[config.mk]
export PLATFORM = sky130hd
export DESIGN_NAME = desc_addr_gen
export DESIGN_NICKNAME = d
export VERILOG_FILES = /design/src/rtl/dag_pkg.sv /design/src/rtl/dag_index_stepper.sv /design/src/rtl/dag_addr_calc.sv /design/src/rtl/dag_window.sv /design/src/rtl/desc_addr_gen.sv
export SDC_FILE = /design/constraint.sdc
export NUM_CORES = 1
export LEC_CHECK = 0
export BUFFER_PORTS_ARGS = -buffer_cell sky130_fd_sc_hd__buf_2
export CAP_MARGIN = 30
export CORE_MARGIN = 3
export CORE_UTILIZATION = 60
export CTS_BUF_LIST = sky130_fd_sc_hd__clkbuf_16
export CTS_CLUSTER_DIAMETER = 120
export DETAILED_ROUTE_END_ITERATION = 12
export HOLD_SLACK_MARGIN = 0.15
export PLACE_DENSITY = 0.83
export SETUP_SLACK_MARGIN = 0.15
export SLEW_MARGIN = 25
export SYNTH_ARGS = -nofsm -noshare
export SYNTH_HDL_FRONTEND = slang
export SYNTH_HIERARCHICAL = 1
export SYNTH_SLANG_ARGS = --single-unit
export TNS_END_PERCENT = 10
[constraint.sdc]
create_clock -name clk -period 16.8 [get_ports clk]
set_input_delay 0.84 -clock clk [delete_from_list [all_inputs] [get_ports clk]]
set_output_delay 0.84 -clock clk [all_outputs]
set_load 0.03 [all_outputs]
[src/rtl/dag_pkg.sv]
// Shared definitions for the descriptor address walker.
// Assumes exactly three nested index dimensions, i innermost.
package dag_pkg;
    localparam int DAG_DIMS = 3;

    typedef enum int {
        DIM_I = 0,
        DIM_J = 1,
        DIM_K = 2
    } dag_dim_e;
endpackage

[src/rtl/dag_index_stepper.sv]
// Three nested index counters with inclusive last values.
// Dimension 0 is innermost. In triangular mode the last value of
// dimension 0 is the current value of dimension 1.
// Assumes clear and step are never needed together (clear wins).
module dag_index_stepper
    import dag_pkg::*;
#(
    parameter int IW = 3
) (
    input  logic                          clk,
    input  logic                          rst_n,
    input  logic                          clear,
    input  logic                          step,
    input  logic                          tri_mode,
    input  logic [DAG_DIMS-1:0][IW-1:0]   last,
    output logic [DAG_DIMS-1:0][IW-1:0]   idx
);
    logic [DAG_DIMS-1:0][IW-1:0] eff_last;
    logic [DAG_DIMS-1:0]         at_last;
    logic [DAG_DIMS:0]           carry;

    assign carry[0] = step;

    // Per-dimension last value, wrap detection and carry chain.
    for (genvar d = 0; d < DAG_DIMS; d++) begin : g_dim
        if (d == DIM_I) begin : g_inner
            assign eff_last[d] = tri_mode ? idx[DIM_J] : last[d];
        end else begin : g_outer
            assign eff_last[d] = last[d];
        end
        assign at_last[d]  = (idx[d] == eff_last[d]);
        assign carry[d+1]  = carry[d] & at_last[d];
    end

    // Index registers: restart on clear, advance where a carry arrives.
    always_ff @(posedge clk) begin
        if (!rst_n || clear) begin
            idx <= '0;
        end else begin
            for (int d = 0; d < DAG_DIMS; d++) begin
                if (carry[d]) begin
                    idx[d] <= at_last[d] ? '0 : idx[d] + 1'b1;
                end
            end
        end
    end
endmodule

[src/rtl/dag_addr_calc.sv]
// Combinational address: base plus the sum of stride times index,
// modulo 2^AW. Assumes AW > IW.
module dag_addr_calc
    import dag_pkg::*;
#(
    parameter int AW = 16,
    parameter int IW = 3
) (
    input  logic [AW-1:0]                 base,
    input  logic [DAG_DIMS-1:0][AW-1:0]   stride,
    input  logic [DAG_DIMS-1:0][IW-1:0]   idx,
    output logic [AW-1:0]                 addr
);
    logic [DAG_DIMS-1:0][AW-1:0] term;

    // One product per dimension.
    for (genvar d = 0; d < DAG_DIMS; d++) begin : g_term
        assign term[d] = stride[d] * {{(AW-IW){1'b0}}, idx[d]};
    end

    // Sum the base and all products.
    always_comb begin
        addr = base;
        for (int d = 0; d < DAG_DIMS; d++) begin
            addr = addr + term[d];
        end
    end
endmodule

[src/rtl/dag_window.sv]
// Flags an address outside the inclusive window [lo, hi].
module dag_window #(
    parameter int AW = 16
) (
    input  logic [AW-1:0] addr,
    input  logic [AW-1:0] lo,
    input  logic [AW-1:0] hi,
    output logic          outside
);
    // Unsigned comparison against both window edges.
    assign outside = (addr < lo) || (addr > hi);
endmodule

[src/rtl/desc_addr_gen.sv]
// Descriptor-driven address walker. On load it captures a descriptor
// and then presents one address per cycle on a valid/ready handshake.
// It stops with a done pulse after cfg_count transfers, or with a
// sticky error on the first address outside the window.
// Assumes: load has priority over every other event.
module desc_addr_gen
    import dag_pkg::*;
#(
    parameter int AW = 16,
    parameter int IW = 3,
    parameter int CW = 8
) (
    input  logic          clk,
    input  logic          rst_n,
    input  logic          load,
    input  logic [AW-1:0] cfg_base,
    input  logic [AW-1:0] cfg_lo,
    input  logic [AW-1:0] cfg_hi,
    input  logic [AW-1:0] cfg_stride_i,
    input  logic [AW-1:0] cfg_stride_j,
    input  logic [AW-1:0] cfg_stride_k,
    input  logic [IW-1:0] cfg_last_i,
    input  logic [IW-1:0] cfg_last_j,
    input  logic [IW-1:0] cfg_last_k,
    input  logic [CW-1:0] cfg_count,
    input  logic          cfg_tri,
    output logic          addr_valid,
    input  logic          addr_ready,
    output logic [AW-1:0] addr_addr,
    output logic          walk_done,
    output logic          walk_err
);
    localparam logic [CW-1:0] ONE = CW'(1);

    logic [AW-1:0]               d_base;
    logic [AW-1:0]               d_lo;
    logic [AW-1:0]               d_hi;
    logic [DAG_DIMS-1:0][AW-1:0] d_stride;
    logic [DAG_DIMS-1:0][IW-1:0] d_last;
    logic                        d_tri;

    logic [DAG_DIMS-1:0][IW-1:0] idx;
    logic [AW-1:0]               cur_addr;
    logic                        outside;
    logic                        running;
    logic [CW-1:0]               remaining;
    logic                        fire;

    // Descriptor capture on load.
    always_ff @(posedge clk) begin
        if (!rst_n) begin
            d_base   <= '0;
            d_lo     <= '0;
            d_hi     <= '0;
            d_stride <= '0;
            d_last   <= '0;
            d_tri    <= 1'b0;
        end else if (load) begin
            d_base          <= cfg_base;
            d_lo            <= cfg_lo;
            d_hi            <= cfg_hi;
            d_stride[DIM_I] <= cfg_stride_i;
            d_stride[DIM_J] <= cfg_stride_j;
            d_stride[DIM_K] <= cfg_stride_k;
            d_last[DIM_I]   <= cfg_last_i;
            d_last[DIM_J]   <= cfg_last_j;
            d_last[DIM_K]   <= cfg_last_k;
            d_tri           <= cfg_tri;
        end
    end

    dag_index_stepper #(.IW(IW)) u_step (
        .clk      (clk),
        .rst_n    (rst_n),
        .clear    (load),
        .step     (fire),
        .tri_mode (d_tri),
        .last     (d_last),
        .idx      (idx)
    );

    dag_addr_calc #(.AW(AW), .IW(IW)) u_calc (
        .base   (d_base),
        .stride (d_stride),
        .idx    (idx),
        .addr   (cur_addr)
    );

    dag_window #(.AW(AW)) u_win (
        .addr    (cur_addr),
        .lo      (d_lo),
        .hi      (d_hi),
        .outside (outside)
    );

    // Handshake: present only an in-window address while running.
    assign addr_valid = running && !outside;
    assign addr_addr  = cur_addr;
    assign fire       = addr_valid && addr_ready && !load;

    // Walk control: element count, completion pulse, sticky error.
    always_ff @(posedge clk) begin
        if (!rst_n) begin
            running   <= 1'b0;
            remaining <= '0;
            walk_done <= 1'b0;
            walk_err  <= 1'b0;
        end else if (load) begin
            running   <= (cfg_count != '0);
            remaining <= cfg_count;
            walk_done <= (cfg_count == '0);
            walk_err  <= 1'b0;
        end else begin
            walk_done <= 1'b0;
            if (running && outside) begin
                running  <= 1'b0;
                walk_err <= 1'b1;
            end else if (fire) begin
                remaining <= remaining - ONE;
                if (remaining == ONE) begin
                    running   <= 1'b0;
                    walk_done <= 1'b1;
                end
            end
        end
    end
endmodule

==> Word-level counts from Yosys, hierarchy flattened <==
Cells that the tools add are included.
{ "word_totals": {"out_inout_bits": 19, "ff_bits": 126} }
{ "classes": {"n_eq_ne": 5, "n_lt_le_gt_ge": 2, "addsub": 7, "n_reduce_logical": 17, "mux": 15, "mul": 3, "n_bitwise": 3} }
{ "op_table": {"columns": ["cell", "n"], "rows": [
  ["16-bit adder", 3],
  ["16-bit by 3-bit multiplier with 16-bit output", 3],
  ["8-bit 2-to-1 mux", 3],
  ["16-bit > comparator", 1],
  ["16-bit < comparator", 1],
  ["3-bit 2-to-1 mux", 4],
  ["3-bit by 1-bit adder with 3-bit output (second input constant)", 3],
  ["3-bit equality test", 3],
  ["8-bit by 1-bit equality test with 1-bit output (second input constant)", 1],
  ["8-bit logical NOT", 1],
  ["1-bit 2-to-1 mux", 8],
  ["8-bit nonzero test", 1],
  ["8-bit by 1-bit subtractor with 8-bit output (second input constant)", 1],
  ["3-bit nonzero test", 2],
  ["1-bit logical AND", 4],
  ["2-bit AND reduction", 2],
  ["1-bit logical NOT", 3],
  ["1-bit AND", 2],
  ["1-bit logical OR", 2],
  ["2-bit inequality test (second input constant)", 1],
  ["2-bit nonzero test", 1],
  ["2-bit OR reduction", 1],
  ["1-bit NOT", 1]
]} }

==> Longest topological paths before layout <==
Gate-level depths: netlist of the first run.
{ "logic_depth": {"word_depth": 13, "mapped_depth": 32, "mapped_depth_nobuf": 31} }

==> Modules after synthesis <==
The synthesis of the first run kept the hierarchy.
{ "by_module_without_submodules": {"columns": ["module", "instances", "area_each_um2", "cells_each", "seq_area_each_um2"], "rows": [
  ["desc_addr_gen", 1, 4330.4, 412, 2342.2],
  ["dag_addr_calc", 1, 4131.5, 470, 0.0],
  ["dag_window", 1, 773.2, 107, 0.0],
  ["dag_index_stepper", 1, 596.8, 61, 180.2]
]} }

==> Worst setup path after synthesis of the first run <==
No wires, ideal clock.
{ "synth_timing": {"path_type": "flip-flop to flip-flop", "from": "register u_step/idx[8] (netlist name)", "to": "register u_step/idx[8] (netlist name)", "path_stages_with_launch": 29, "required_ps": 16685, "path_buffers": 1, "path_slack_ps": 8944, "arrival_time_ps": 7740, "cell_sequence": "dfxtp_1 > clkbuf_1 > nand2_1 > fa_1 > inv_1 > fa_1 > fa_1 > fa_1 > inv_1 > fa_1 > inv_1 > ha_1 > a21o_1 > a21oi_1 > nor2_1 > o211ai_2 > a31oi_1 > o311ai_2 > ha_1 > nand4_1 > or4_1 > a22o_1 > nand3b_4 > nor2_1 > nand2_1 > mux2_4 > nor4b_4 > o21ai_1 > a31o_1"} }
{ "synth_between": {"elab_chain_cells": 10, "word_cells_on_any_way": 14, "classes_between": "add/sub: 2; mul: 1; order compare: 2; eq/ne: 1; mux: 1; bitwise: 2; reduce/logical: 5"} }
{ "synth_rtl": {"columns": ["item", "line", "source"], "rows": [
  ["from (decl)", "dag_index_stepper.sv:16", "output logic [DAG_DIMS-1:0][IW-1:0] idx"],
  ["from (signal, indexed assignment)", "dag_index_stepper.sv:42", "idx[d] <= at_last[d] ? '0 : idx[d] + 1'b1;"],
  ["16-bit by 3-bit multiplier with 16-bit output *", "dag_addr_calc.sv:18", "assign term[d] = stride[d] * {{(AW-IW){1'b0}}, idx[d]};"],
  ["16-bit adder *", "dag_addr_calc.sv:25", "addr = addr + term[d];"],
  ["named net addr_addr[14]", "desc_addr_gen.sv:29", "output logic [AW-1:0] addr_addr,"],
  ["16-bit < comparator / 16-bit > comparator (equally long branches)", "dag_window.sv:11", "assign outside = (addr < lo) || (addr > hi);"],
  ["1-bit logical OR *", "dag_window.sv:11", null],
  ["named net outside", "desc_addr_gen.sv:44", "logic outside;"],
  ["1-bit logical NOT *", "desc_addr_gen.sv:97", "assign addr_valid = running && !outside;"],
  ["1-bit logical AND *", "desc_addr_gen.sv:97", null],
  ["1-bit logical AND * (2 in series)", "desc_addr_gen.sv:99", "assign fire = addr_valid && addr_ready && !load;"],
  ["named net fire", "desc_addr_gen.sv:47", "logic fire;"],
  ["1-bit AND * (2 in series)", "dag_index_stepper.sv:32", "assign carry[d+1] = carry[d] & at_last[d];"]
]} }
The timed path passes the listed nets; every way through them passes the cells marked *.
A chain may end at the register's enable or synchronous reset.

==> Worst setup path in the final report of the first run <==
{ "layout_timing": {"from": "register u_step/idx[8] (netlist name)", "to": "register u_step/idx[8] (netlist name)"} }
{ "layout_between": {"elab_chain_cells": 10, "word_cells_on_any_way": 14, "classes_between": "add/sub: 2; mul: 1; order compare: 2; eq/ne: 1; mux: 1; bitwise: 2; reduce/logical: 5"} }
{ "layout_rtl": {"columns": ["item", "line"], "rows": [
  ["16-bit by 3-bit multiplier with 16-bit output *", "dag_addr_calc.sv:18"],
  ["16-bit adder *", "dag_addr_calc.sv:25"],
  ["16-bit < comparator / 16-bit > comparator (equally long branches)", "dag_window.sv:11"],
  ["1-bit logical OR *", "dag_window.sv:11"],
  ["named net outside", "desc_addr_gen.sv:44"],
  ["1-bit logical NOT *", "desc_addr_gen.sv:97"],
  ["1-bit logical AND *", "desc_addr_gen.sv:97"],
  ["1-bit logical AND * (2 in series)", "desc_addr_gen.sv:99"],
  ["named net fire", "desc_addr_gen.sv:47"],
  ["1-bit AND * (2 in series)", "dag_index_stepper.sv:32"]
]} }
Marked as above.

==> results.md, run 1 <==
* Switching power at 0.227 mW
* CTS tree: built
* Clk slew on worst S/H paths at ~0.060 ns
* CP Data Arrival Time at 8.73 ns
* All-Layer GR Usage at approximately a quarter
* Initial Utilization at roughly 62%
* Gr ovfl total at 0
* Fillcell total at roughly 1200
* Worst Clk Skew at between 0.008 and 0.009 ns
* Met1 usage at between 30% and 40%
* Sequential area share after synthesis at around a quarter
* Syn Std Cell Area at 9830 um^2
* Setup violators final at 0
* Layout cells sized above 1 at between 10% and 20%
* Worst Hold Class: reg -> reg
* Boundary Pins at 137
* Share of the synthesized area in the top cell type at approximately a quarter
* Via count at 7514
* Sequential share of power at 41.6%
* Worst VDD drop at approximately 0.073 mV
* CTS buffer count at 17
* Setup crit end kind: register
* Iteration-0 DRC Markers at about 480
* Critical Path Source: u_step/idx[8]
* Final non-filler cell total at roughly 1400
* Power, Total at roughly 0.80 mW
* R2r endpoint: u_step/idx[8]
* Post-synth top cells: 155 x inv_1, 126 x dfxtp_1, 126 x nor2_1
* Cell taking the most area after synthesis: dfxtp_1
* Syn Inst Count at approximately 1100
* Wire per inst at 16.1 um
* Hold buffer count at CTS at 0
* Drt first pass iters at 5
* Depth of the most critical reg-to-reg path at 27
* Post-CTS Resized at 0
* Met3 usage at between 5 and 6%
* Clock power share at 44.1%
* PwrDens at 70.9 nW/um^2
* # H-tree levels at 4
* Synth Register Bits at 126
* Hold Path Sink: d_base[5]
* Clock Sinks at ~130
* First-pass GRT wire length at roughly 38 mm
* Synth area leaders: dfxtp_1 26%, fa_1 21%, mux2i_1 12%
* Sw frac at ~28%
* Ys async rst share at 0%
* Peak Freq at between 100 and 150 MHz
* Nets at between 1000 and 1500
* Max-cap violation count at 0
* # rows at 46
* Initial antenna violation count at 0
* CTS Buffer Depth at 2
* Worst Setup Start Kind: register
* ANT cells at 0
* Post-DR vias/cell at 5.35
* Peak fanout along the critical path at 17
* Part of the power in combinational logic at 14.3%
* Setup bufs post-CTS at 0
* Worst hold slack at ~0.49 ns
* Worst Tran Pin Value at 1.00 ns
* Syn Area/Cell at between 9 and 10 um^2
* Internal power at 0.572 mW
* Final-report max-slew violation count at 0
* Die W at 134 um
* Yosys warns at 6
* Final wirelength at ~23 mm
* R2R Path Start: u_step/idx[8]
* Final worst path period share at ~50%
* Outcome: finished clean
* Clk_lat worst skew at approximately 0.42 ns
* DP Wirelength at between 15 and 20 mm
* Area Growth Syn to Fin at 14.6%
* Core ar. at 15900 um^2
* Pleak at 5.67 nW
* R2R Setup Slk at approximately 8.4 ns
* Worst hold path depth at 2
* CTS root buffer: clkbuf_16
* Largest net degree at the start of global routing at between 60 and 70
* Synth cell types at 60
* Grt met2 use at 46.0%
* Most used DFF post-synth: dfxtp_1
* Final hold violation count at 0
* Syn nets at approximately 1300
* RSZ-0062 raised after global routing: false
* I/O Buffers at approximately 140
* CP Data Required Time at around 17 ns
* Worst relative slew slack at about a third
* Final instance area at about 11000 um^2
* Dpl cells at between 1000 and 1500
* Hold_sp: d_base[5]
* Die ar. at 18000 um^2
* Vias in the first global route at approximately 7900
* Number of synthesized flops with an enable pin at 0
* Antenna Nets Post-Route at 0
* Fin Setup TNS at 0 ns
* DRC at 0
* Placer Congestion at 0.897
* Placed cell areas at ~11000 um^2
* Setup Crit Path Kind: reg -> reg
* Final min period at between 8 and 9 ns
* Top-count cell post-synth: inv_1
* Busiest grt layer: met2
* Die H at ~130 um
layout by cell type, fill, tap and decap left out, types with 27 or more instances in the layout:
cell type  count
and2_1        73
buf_2        135
dfxtp_1      126
fa_1         105
ha_1          60
inv_1        156
mux2i_1      114
nand2_1       73
nor2_1       126
xnor2_1       27
through the flow:
stage / util, % / setup slack [ns]
2_1_floorplan: - / 8.94
3_3_place_gp: 66.9 / 8.78
3_5_place_dp: 67.1 / 8.51
4_1_cts: 70.7 / 8.43
5_1_grt: 70.7 / 7.90
6_report: 70.7 / 8.39
worst max-delay path by stage:
stage          slack (ns)       endpoint  cells past startpoint
2_1_floorplan        8.94  u_step/idx[8]                     28
3_3_place_gp         8.78  u_step/idx[8]                     26
3_5_place_dp         8.51  u_step/idx[8]                     26
4_1_cts              8.43  u_step/idx[8]                     27
5_1_grt              7.90  u_step/idx[5]                     27
6_report             8.39  u_step/idx[8]                     27
area by class of cell:
cell class | count | area, um^2 | area share (%)
Multi-Input combinational cell | 733 | 6580 | 58.4
Sequential cell | 126 | 2520 | 22.4
Tap cell | 216 | 270 | 2.40
Clock inverter | 15 | 138 | 1.22
Clock buffer | 17 | 425 | 3.78
Timing Repair Buffer | 141 | 749 | 6.65
Inverter | 156 | 587 | 5.21
kinds of logic after synthesis:
kind of cell,share of synthesized area [%]
and+or+nand+nor,16.8
buffers and inverters,7.46
adders and majority gates,29.0
DFF,25.7
muxes,11.9
AOI/OAI and AO/OA,5.64
xor gates and xnor gates,3.56
worst max-delay path, cell delays in order (launching register included):
cell and delay [ns]:
dfxtp_1 0.74, nand2_1 0.21, fa_1 0.57, inv_1 0.05
fa_1 0.50, fa_1 0.52, inv_1 0.07, fa_1 0.49
fa_1 0.51, inv_1 0.05, ha_1 0.36, a211oi_2 0.30
o21bai_1 0.14, o31ai_2 0.30, a31oi_1 0.18, a31oi_1 0.22
xnor2_1 0.13, ha_1 0.33, nand4_1 0.14, or4_1 0.53
a22o_1 0.31, nand3b_4 0.22, nor2_1 0.32, nand2_1 0.10
mux2_4 0.32, nor4b_4 0.34, o21ai_1 0.12, a31o_1 0.23
power by group through the flow:
stage          combinational, mW  sequential, mW  clock [mW]
6_report                   0.114           0.332       0.352
5_1_grt                    0.127           0.334       0.371
4_1_cts                    0.114           0.332       0.358
3_5_place_dp               0.113           0.338           0
3_3_place_gp               0.109           0.338           0
2_1_floorplan             0.0785           0.332           0
metal layers:
metal / vias up / share of wire [%]
met2: 242 / 50
met4: 0 / 2.4
met5: - / 0
li1: 3619 / -
met3: 47 / 5.2
met1: 3606 / 42
state kept, by name, indices dropped and copies added (netlist names):
name and cells:
d_base 16, d_hi 16, d_last 9, d_lo 16, d_stride 48, d_tri 1, remaining 8, running 1
u_step/idx 9, walk_done 1, walk_err 1
Note: power is estimated with default switching activity, not from simulation.
==> run 2: changes to the inputs <==
--- a/config.mk
+++ b/config.mk
@@ -8,12 +8,12 @@
 export BUFFER_PORTS_ARGS = -buffer_cell sky130_fd_sc_hd__buf_2
 export CAP_MARGIN = 30
 export CORE_MARGIN = 3
-export CORE_UTILIZATION = 60
+export CORE_UTILIZATION = 59
 export CTS_BUF_LIST = sky130_fd_sc_hd__clkbuf_16
 export CTS_CLUSTER_DIAMETER = 120
 export DETAILED_ROUTE_END_ITERATION = 12
 export HOLD_SLACK_MARGIN = 0.15
-export PLACE_DENSITY = 0.83
+export PLACE_DENSITY = 0.82
 export SETUP_SLACK_MARGIN = 0.15
 export SLEW_MARGIN = 25
 export SYNTH_ARGS = -nofsm -noshare
==> constraint.sdc (replaced) <==
create_clock -name clk -period 7.9 [get_ports clk]
set_input_delay 0.395 -clock clk [delete_from_list [all_inputs] [get_ports clk]]
set_output_delay 0.395 -clock clk [all_outputs]
set_load 0.03 [all_outputs]
==> run 2 against run 1 <==
Wire length is 3.5% higher; largest power group unchanged; critical path type unchanged; largest cell class unchanged; critical endpoint unchanged; sequential share of layout area is 0.47 points lower; flip-flop and latch count stayed put; cell area is 3.4% higher.
==> results.md, run 2 (same netlist as run 1, synthesis figures left out) <==
* Final wirelength at 23.4 mm (was 22.6 mm)
* Worst hold slack at 0.210 ns (was 0.491 ns)
* Dpl cells at 1383 (was 1372)
* Outcome: finished clean (unchanged)
* All-Layer GR Usage at 25.9% (was 26.3%)
* Clk slew on worst S/H paths at 0.06 ns (about the same)
* CTS root buffer: clkbuf_16 (unchanged)
* Hold buffer count at CTS at 0 (unchanged)
* CTS tree: built (unchanged)
* Worst Clk Skew at 0.00855 ns (was 0.00841 ns)
* Fin util at 72.3% (was 70.7%)
* Worst Tran Pin Value at 0.865 ns (was 1.00 ns)
* CTS Buffer Depth at 2 (unchanged)
* Die W at 135 um (was 134 um)
* Vias in the first global route at 7583 (was 7921)
* Boundary Pins at 137 (unchanged)
* Max-cap violation count at 0 (unchanged)
* I/O Buffers at 136 (unchanged)
* Final-report max-slew violation count at 0 (unchanged)
* Hold_sp: cfg_stride_j[2] (was d_base[5])
* Critical path buffers and inverters at 2 (was 3)
* Area Growth Syn to Fin at 18.6% (was 14.6%)
* ANT cells at 0 (unchanged)
* Drt first pass iters at 5 (unchanged)
* Worst VDD drop at 0.149 mV (was 0.0730 mV)
* Peak Freq at 129 MHz (was 119 MHz)
* Antenna Nets Post-Route at 0 (unchanged)
* PwrDens at 151 nW/um^2 (was 70.9 nW/um^2)
* Largest net degree at the start of global routing at 65 (was 62)
* Die ar. at 18200 um^2 (was 18000 um^2)
* # rows at 46 (unchanged)
* DRC at 0 (unchanged)
* Clk_lat worst skew at 0.42 ns (about the same)
* Worst Setup Start Kind: register (unchanged)
* Nets at 1480 (was 1458)
* Top reg by flops: d_stride (unchanged)
* Layout cells sized above 1 at 20.0% (was 15.8%)
* Final WS setup at 0.140 ns (was 8.39 ns)
* Final min period at 7.76 ns (was 8.41 ns)
* Placer Congestion at 0.973 (was 0.897)
* Post-DR vias/cell at 5.34 (was 5.35)
* Power, Total at 1.76 mW (was 0.799 mW)
* Initial Utilization at 61.0% (was 61.7%)
* Die H at 135 um (was 134 um)
* Max FFs per register at 48 (unchanged)
* First-pass GRT wire length at 37.2 mm (was 37.6 mm)
* Final instance area at 11700 um^2 (was 11300 um^2)
* Delay-heaviest family, CP: adder cells (unchanged)
* Gr ovfl total at 0 (unchanged)
* Clock Sinks at 126 (unchanged)
* Placed cell areas at 10800 um^2 (was 10700 um^2)
* Core ar. at 16100 um^2 (was 15900 um^2)
* Worst relative slew slack at 42.3% (was 33.2%)
* Peak fanout along the critical path at 5 (was 17)
* Critical Path Source: d_stride[17] (was u_step/idx[8])
* R2R Path Start: d_stride[17] (was u_step/idx[8])
* Setup Crit Path Kind: reg -> reg (unchanged)
* Iteration-0 DRC Markers at 502 (was 481)
* Initial antenna violation count at 0 (unchanged)
* # H-tree levels at 4 (unchanged)
* CP most frequent cell: fa_1 (unchanged)
* Via count at 7616 (was 7514)
* Wire per inst at 16.4 um (was 16.1 um)
* Post-Place Setup Slack at -0.150 ns (was 8.51 ns)
* CP max stage cell: fa_1 (was dfxtp_1)
* CP peak stage delay at 0.58 ns (was 0.74 ns)
* Fin Setup TNS at 0 ns (unchanged)
* Pleak at 5.81 nW (was 5.67 nW)
* CTS buffer count at 17 (unchanged)
* Final worst path period share at 98.2% (was 50.1%)
* DP Wirelength at 17.8 mm (was 17.3 mm)
* Commonest non-fill, non-tap cell in the layout: inv_1 (unchanged)
* CP Data Required Time at 8.21 ns (was 17.12 ns)
* Final hold violation count at 0 (unchanged)
* Most frequent cells in the layout: 156 x inv_1, 135 x buf_2, 125 x nor2_1 (was 156 x inv_1, 135 x buf_2, 126 x nor2_1, 126 x dfxtp_1, 114 x mux2i_1)
* CP Data Arrival Time at 8.07 ns (was 8.73 ns)
* Final non-filler cell total at 1426 (was 1404)
* Setup violators final at 0 (unchanged)
* Setup crit end kind: register (unchanged)
* Worst Hold Class: in -> reg (was reg -> reg)
-- run 2: changes by cell type in the layout (fill, tap and decap cells not counted), sizes merged --
cell      previous run  this run
buf                141       163
bufinv               1         3
inv                161       159
clkinv               4         5
clkinvlp             5         4
-- run 2: final cells by class --
cell class                      instances  area, um^2
Inverter                              156         586
Clock inverter                         15         171
Sequential cell                       126        2550
Fill cell                            1154        4460
Tap cell                              216         270
Clock buffer                           17         425
Timing Repair Buffer                  163         906
Multi-Input combinational cell        733        6740
-- run 2: worst paths after layout --
| kind | endpoint | slack, ns | cells past startpoint |
|---|---|---|---|
| setup / recovery | u_step/idx[8] | 0.14 | 26 |
| hold reg to reg | d_lo[3] | 0.50 | 2 |
| setup reg to reg | u_step/idx[8] | 0.14 | 26 |
| hold / removal | d_stride[18] | 0.21 | 3 |
-- run 2: what timing repair did --
action	CTS	global route
buffers inserted	0	11
resized for setup	11	33
pin swaps	2	17
setup endpoints to repair	10	10
hold endpoints to repair	0	0
-- run 2: report_power, final --
group	leakage [nW]	internal, mW	switching [mW]	total, mW
registers	1.05	0.670	0.0319	0.702
logic	4.48	0.116	0.143	0.259
clock network	0.282	0.494	0.305	0.799
-- run 2: worst reg2reg max path: cells and delay by family (launching register included) --
family,cells,cell delay (ns)
compound gates,8,1.70
simple gates,7,1.80
xor+xnor,1,0.11
flops,1,0.37
mux,1,0.31
fa+ha+maj,7,3.22
buf+inv,2,0.14
-- run 2: per-layer routing --
metal / vias up / GRT usage (%) / part of all wire, %
li1: 3661 / - / -
met1: 3680 / 35.4 / 44
met2: 229 / 42.0 / 48
met3: 46 / 5.44 / 5.6
met4: 0 / 7.17 / 2.3
met5: - / 0 / 0
==> run 3: changes to the inputs <==
--- a/config.mk
+++ b/config.mk
@@ -5,7 +5,7 @@
 export SDC_FILE = /design/constraint.sdc
 export NUM_CORES = 1
 export LEC_CHECK = 0
-export BUFFER_PORTS_ARGS = -buffer_cell sky130_fd_sc_hd__buf_2
+export BUFFER_PORTS_ARGS = -buffer_cell sky130_fd_sc_hd__buf_4
 export CAP_MARGIN = 30
 export CORE_MARGIN = 3
 export CORE_UTILIZATION = 59
==> run 3 against run 2 <==
First-iteration DRC count grew 5.8%; non-clock buffer count decreased by 5; final cell count decreased by 0.35%; clock-buffer cell count is the same; flip-flop and latch count stayed put; sequential share of layout area shrank 0.63 points; die area unchanged; register-to-register slack improved by 0.27 ns; worst hold slack worse by 0.0046 ns; clock power rose by 8.9%; highest routed layer unchanged.
==> results.md, run 3 (same netlist as run 1, synthesis figures left out) <==
* Gr ovfl total at 0 (unchanged)
* CTS tree: built (unchanged)
* Final-report max-slew violation count at 0 (unchanged)
* CP peak stage delay at 0.56 ns (was 0.58 ns)
* CP Data Required Time at 8.21 ns (about the same)
* Initial antenna violation count at 0 (unchanged)
* Die H at 135 um (unchanged)
* Placer Congestion at 0.900 (was 0.973)
* Worst hold slack at 0.205 ns (was 0.210 ns)
* Commonest non-fill, non-tap cell in the layout: inv_1 (unchanged)
* R2r endpoint: u_step/idx[8] (unchanged)
* Hold Path Sink: d_stride[25] (was d_stride[18])
* Via count at 7742 (was 7616)
* All-Layer GR Usage at 27.4% (was 25.9%)
* Die W at 135 um (unchanged)
* Peak Freq at 133 MHz (was 129 MHz)
* R2R Path Start: u_step/idx[5] (was d_stride[17])
* Top reg by flops: d_stride (unchanged)
* Final min period at 7.49 ns (was 7.76 ns)
* Most frequent cells in the layout: 157 x inv_1, 152 x buf_4, 125 x nor2_1 (was 156 x inv_1, 135 x buf_2, 125 x nor2_1)
* Iteration-0 DRC Markers at 531 (was 502)
* Core ar. at 16100 um^2 (unchanged)
* First-pass GRT wire length at 39.2 mm (was 37.2 mm)
* DRC at 0 (unchanged)
* Worst hold path depth at 3 (unchanged)
* Worst Hold Class: in -> reg (unchanged)
* Final non-filler cell total at 1421 (was 1426)
* Largest net degree at the start of global routing at 62 (was 65)
* Worst relative slew slack at 34.8% (was 42.3%)
* CP most frequent cell: fa_1 (unchanged)
* Clk_lat worst skew at 0.42 ns (about the same)
* PwrDens at 154 nW/um^2 (was 151 nW/um^2)
* Setup crit end kind: register (unchanged)
* Pleak at 5.92 nW (was 5.81 nW)
* Critical Path Source: u_step/idx[5] (was d_stride[17])
* # H-tree levels at 4 (unchanged)
* Worst Clk Skew at 0.00950 ns (was 0.00855 ns)
* Fin Setup TNS at 0 ns (unchanged)
* Hold_sp: cfg_stride_j[9] (was cfg_stride_j[2])
* CTS Buffer Depth at 2 (unchanged)
* R2R Setup Slk at 0.41 ns (was 0.14 ns)
* Peak fanout along the critical path at 18 (was 5)
* Delay-heaviest family, CP: adder cells (unchanged)
* CP Data Arrival Time at 7.81 ns (was 8.07 ns)
* Clock Sinks at 126 (unchanged)
* Boundary Pins at 137 (unchanged)
* Vias in the first global route at 7719 (was 7583)
* Dpl cells at 1379 (was 1383)
* Setup Crit Path Kind: reg -> reg (unchanged)
* Clk slew on worst S/H paths at 0.06 ns (about the same)
* DP Wirelength at 17.8 mm (about the same)
* ANT cells at 0 (unchanged)
* Crit. path cell count at 27 (was 26)
* Initial Utilization at 61.0% (unchanged)
* Post-DR vias/cell at 5.45 (was 5.34)
* Layout cells sized above 1 at 19.4% (was 20.0%)
* Final wirelength at 24.3 mm (was 23.4 mm)
* Die ar. at 18200 um^2 (unchanged)
* Outcome: finished clean (unchanged)
* Nets at 1475 (was 1480)
* Max FFs per register at 48 (unchanged)
* Worst VDD drop at 0.160 mV (was 0.149 mV)
* Antenna Nets Post-Route at 0 (unchanged)
* Final hold violation count at 0 (unchanged)
* CP max stage cell: fa_1 (unchanged)
* Area Growth Syn to Fin at 22.1% (was 18.6%)
* Drt first pass iters at 5 (unchanged)
* Fillcell total at 1133 (was 1154)
* # rows at 46 (unchanged)
* Setup violators final at 0 (unchanged)
* Depth of the most critical reg-to-reg path at 27 (was 26)
* I/O Buffers at 136 (unchanged)
* Fin util at 74.5% (was 72.3%)
* Wire per inst at 17.1 um (was 16.4 um)
* Final worst path period share at 94.8% (was 98.2%)
* CTS buffer count at 17 (unchanged)
* Critical path buffers and inverters at 3 (was 2)
* CTS root buffer: clkbuf_16 (unchanged)
* Worst Setup Start Kind: register (unchanged)
* Max-cap violation count at 0 (unchanged)
* RSZ-0062 raised after global routing: false
* Worst Tran Pin Value at 0.978 ns (was 0.865 ns)
## run 3: cell types whose count changed in the layout (fill, tap and decap cells not counted), sizes merged
cell	change
clkinvlp	-4
clkinv	+2
buf	-5
inv	-1
bufinv	+3
## run 3: what timing repair did
action,4_1_cts,5_1_grt
hold buffers,0,0
gates resized for setup,15,30
buffers inserted,4,6
pin swaps,7,15
endpoints found under the setup margin,9,10
## run 3: power by group
| part | total (mW) | internal [mW] | switching, mW |
|---|---|---|---|
| Sequential | 0.703 | 0.670 | 0.0333 |
| Combinational | 0.281 | 0.135 | 0.146 |
| Clock | 0.870 | 0.585 | 0.285 |
## run 3: stage by stage
stage	total power, mW	instance area, um^2	setup slack, ns
floorplan	0.875	9870	0.229
global placement	0.973	11100	0.182
detailed placement	0.981	11100	0.0502
CTS	1.85	11800	0.181
global route	1.93	12000	0.0296
finish	1.85	12000	0.409
## run 3: worst max-delay path by stage
stage                          to  slack, ns
floorplan           u_step/idx[8]       0.23
global placement    u_step/idx[8]       0.18
detailed placement  u_step/idx[8]       0.05
CTS                 u_step/idx[8]       0.18
global route        u_step/idx[6]       0.03
finish              u_step/idx[8]       0.41
## run 3: per-layer routing
metal  wire length (um)  up-vias  track usage (%)
met5                  0        -                0
met4                672        0             9.13
met3               1460       55             4.73
met2              11600      282             44.0
met1              10600     3749             37.9
li1                   -     3656                -
## run 3: area by class of cell
type	count	area (um^2)	share of cell area, %
clock inverters	15	226	1.89
multi-input cells	733	6730	56.0
flip-flops and latches	126	2560	21.3
well taps	216	270	2.25
clock buffers	17	425	3.54
repair buffers	158	1220	10.1
inverters	156	586	4.88
## run 3: worst register-to-register path, stage by stage (launching register included)
cell	delay (ns)
dfxtp_4	0.40
and2_1	0.17
fa_1	0.56
fa_1	0.44
fa_1	0.54
inv_1	0.05
fa_1	0.49
fa_1	0.52
inv_1	0.05
ha_2	0.32
a211oi_2	0.27
o21bai_1	0.15
o31ai_2	0.29
nand2_1	0.10
xor2_1	0.39
ha_1	0.34
nand4_1	0.16
inv_1	0.06
a221oi_1	0.30
o211ai_1	0.13
a22o_1	0.25
nand3b_4	0.18
nor2_4	0.14
nand2_1	0.08
mux2_4	0.31
nor4b_4	0.34
o21ai_1	0.12
a31o_1	0.23
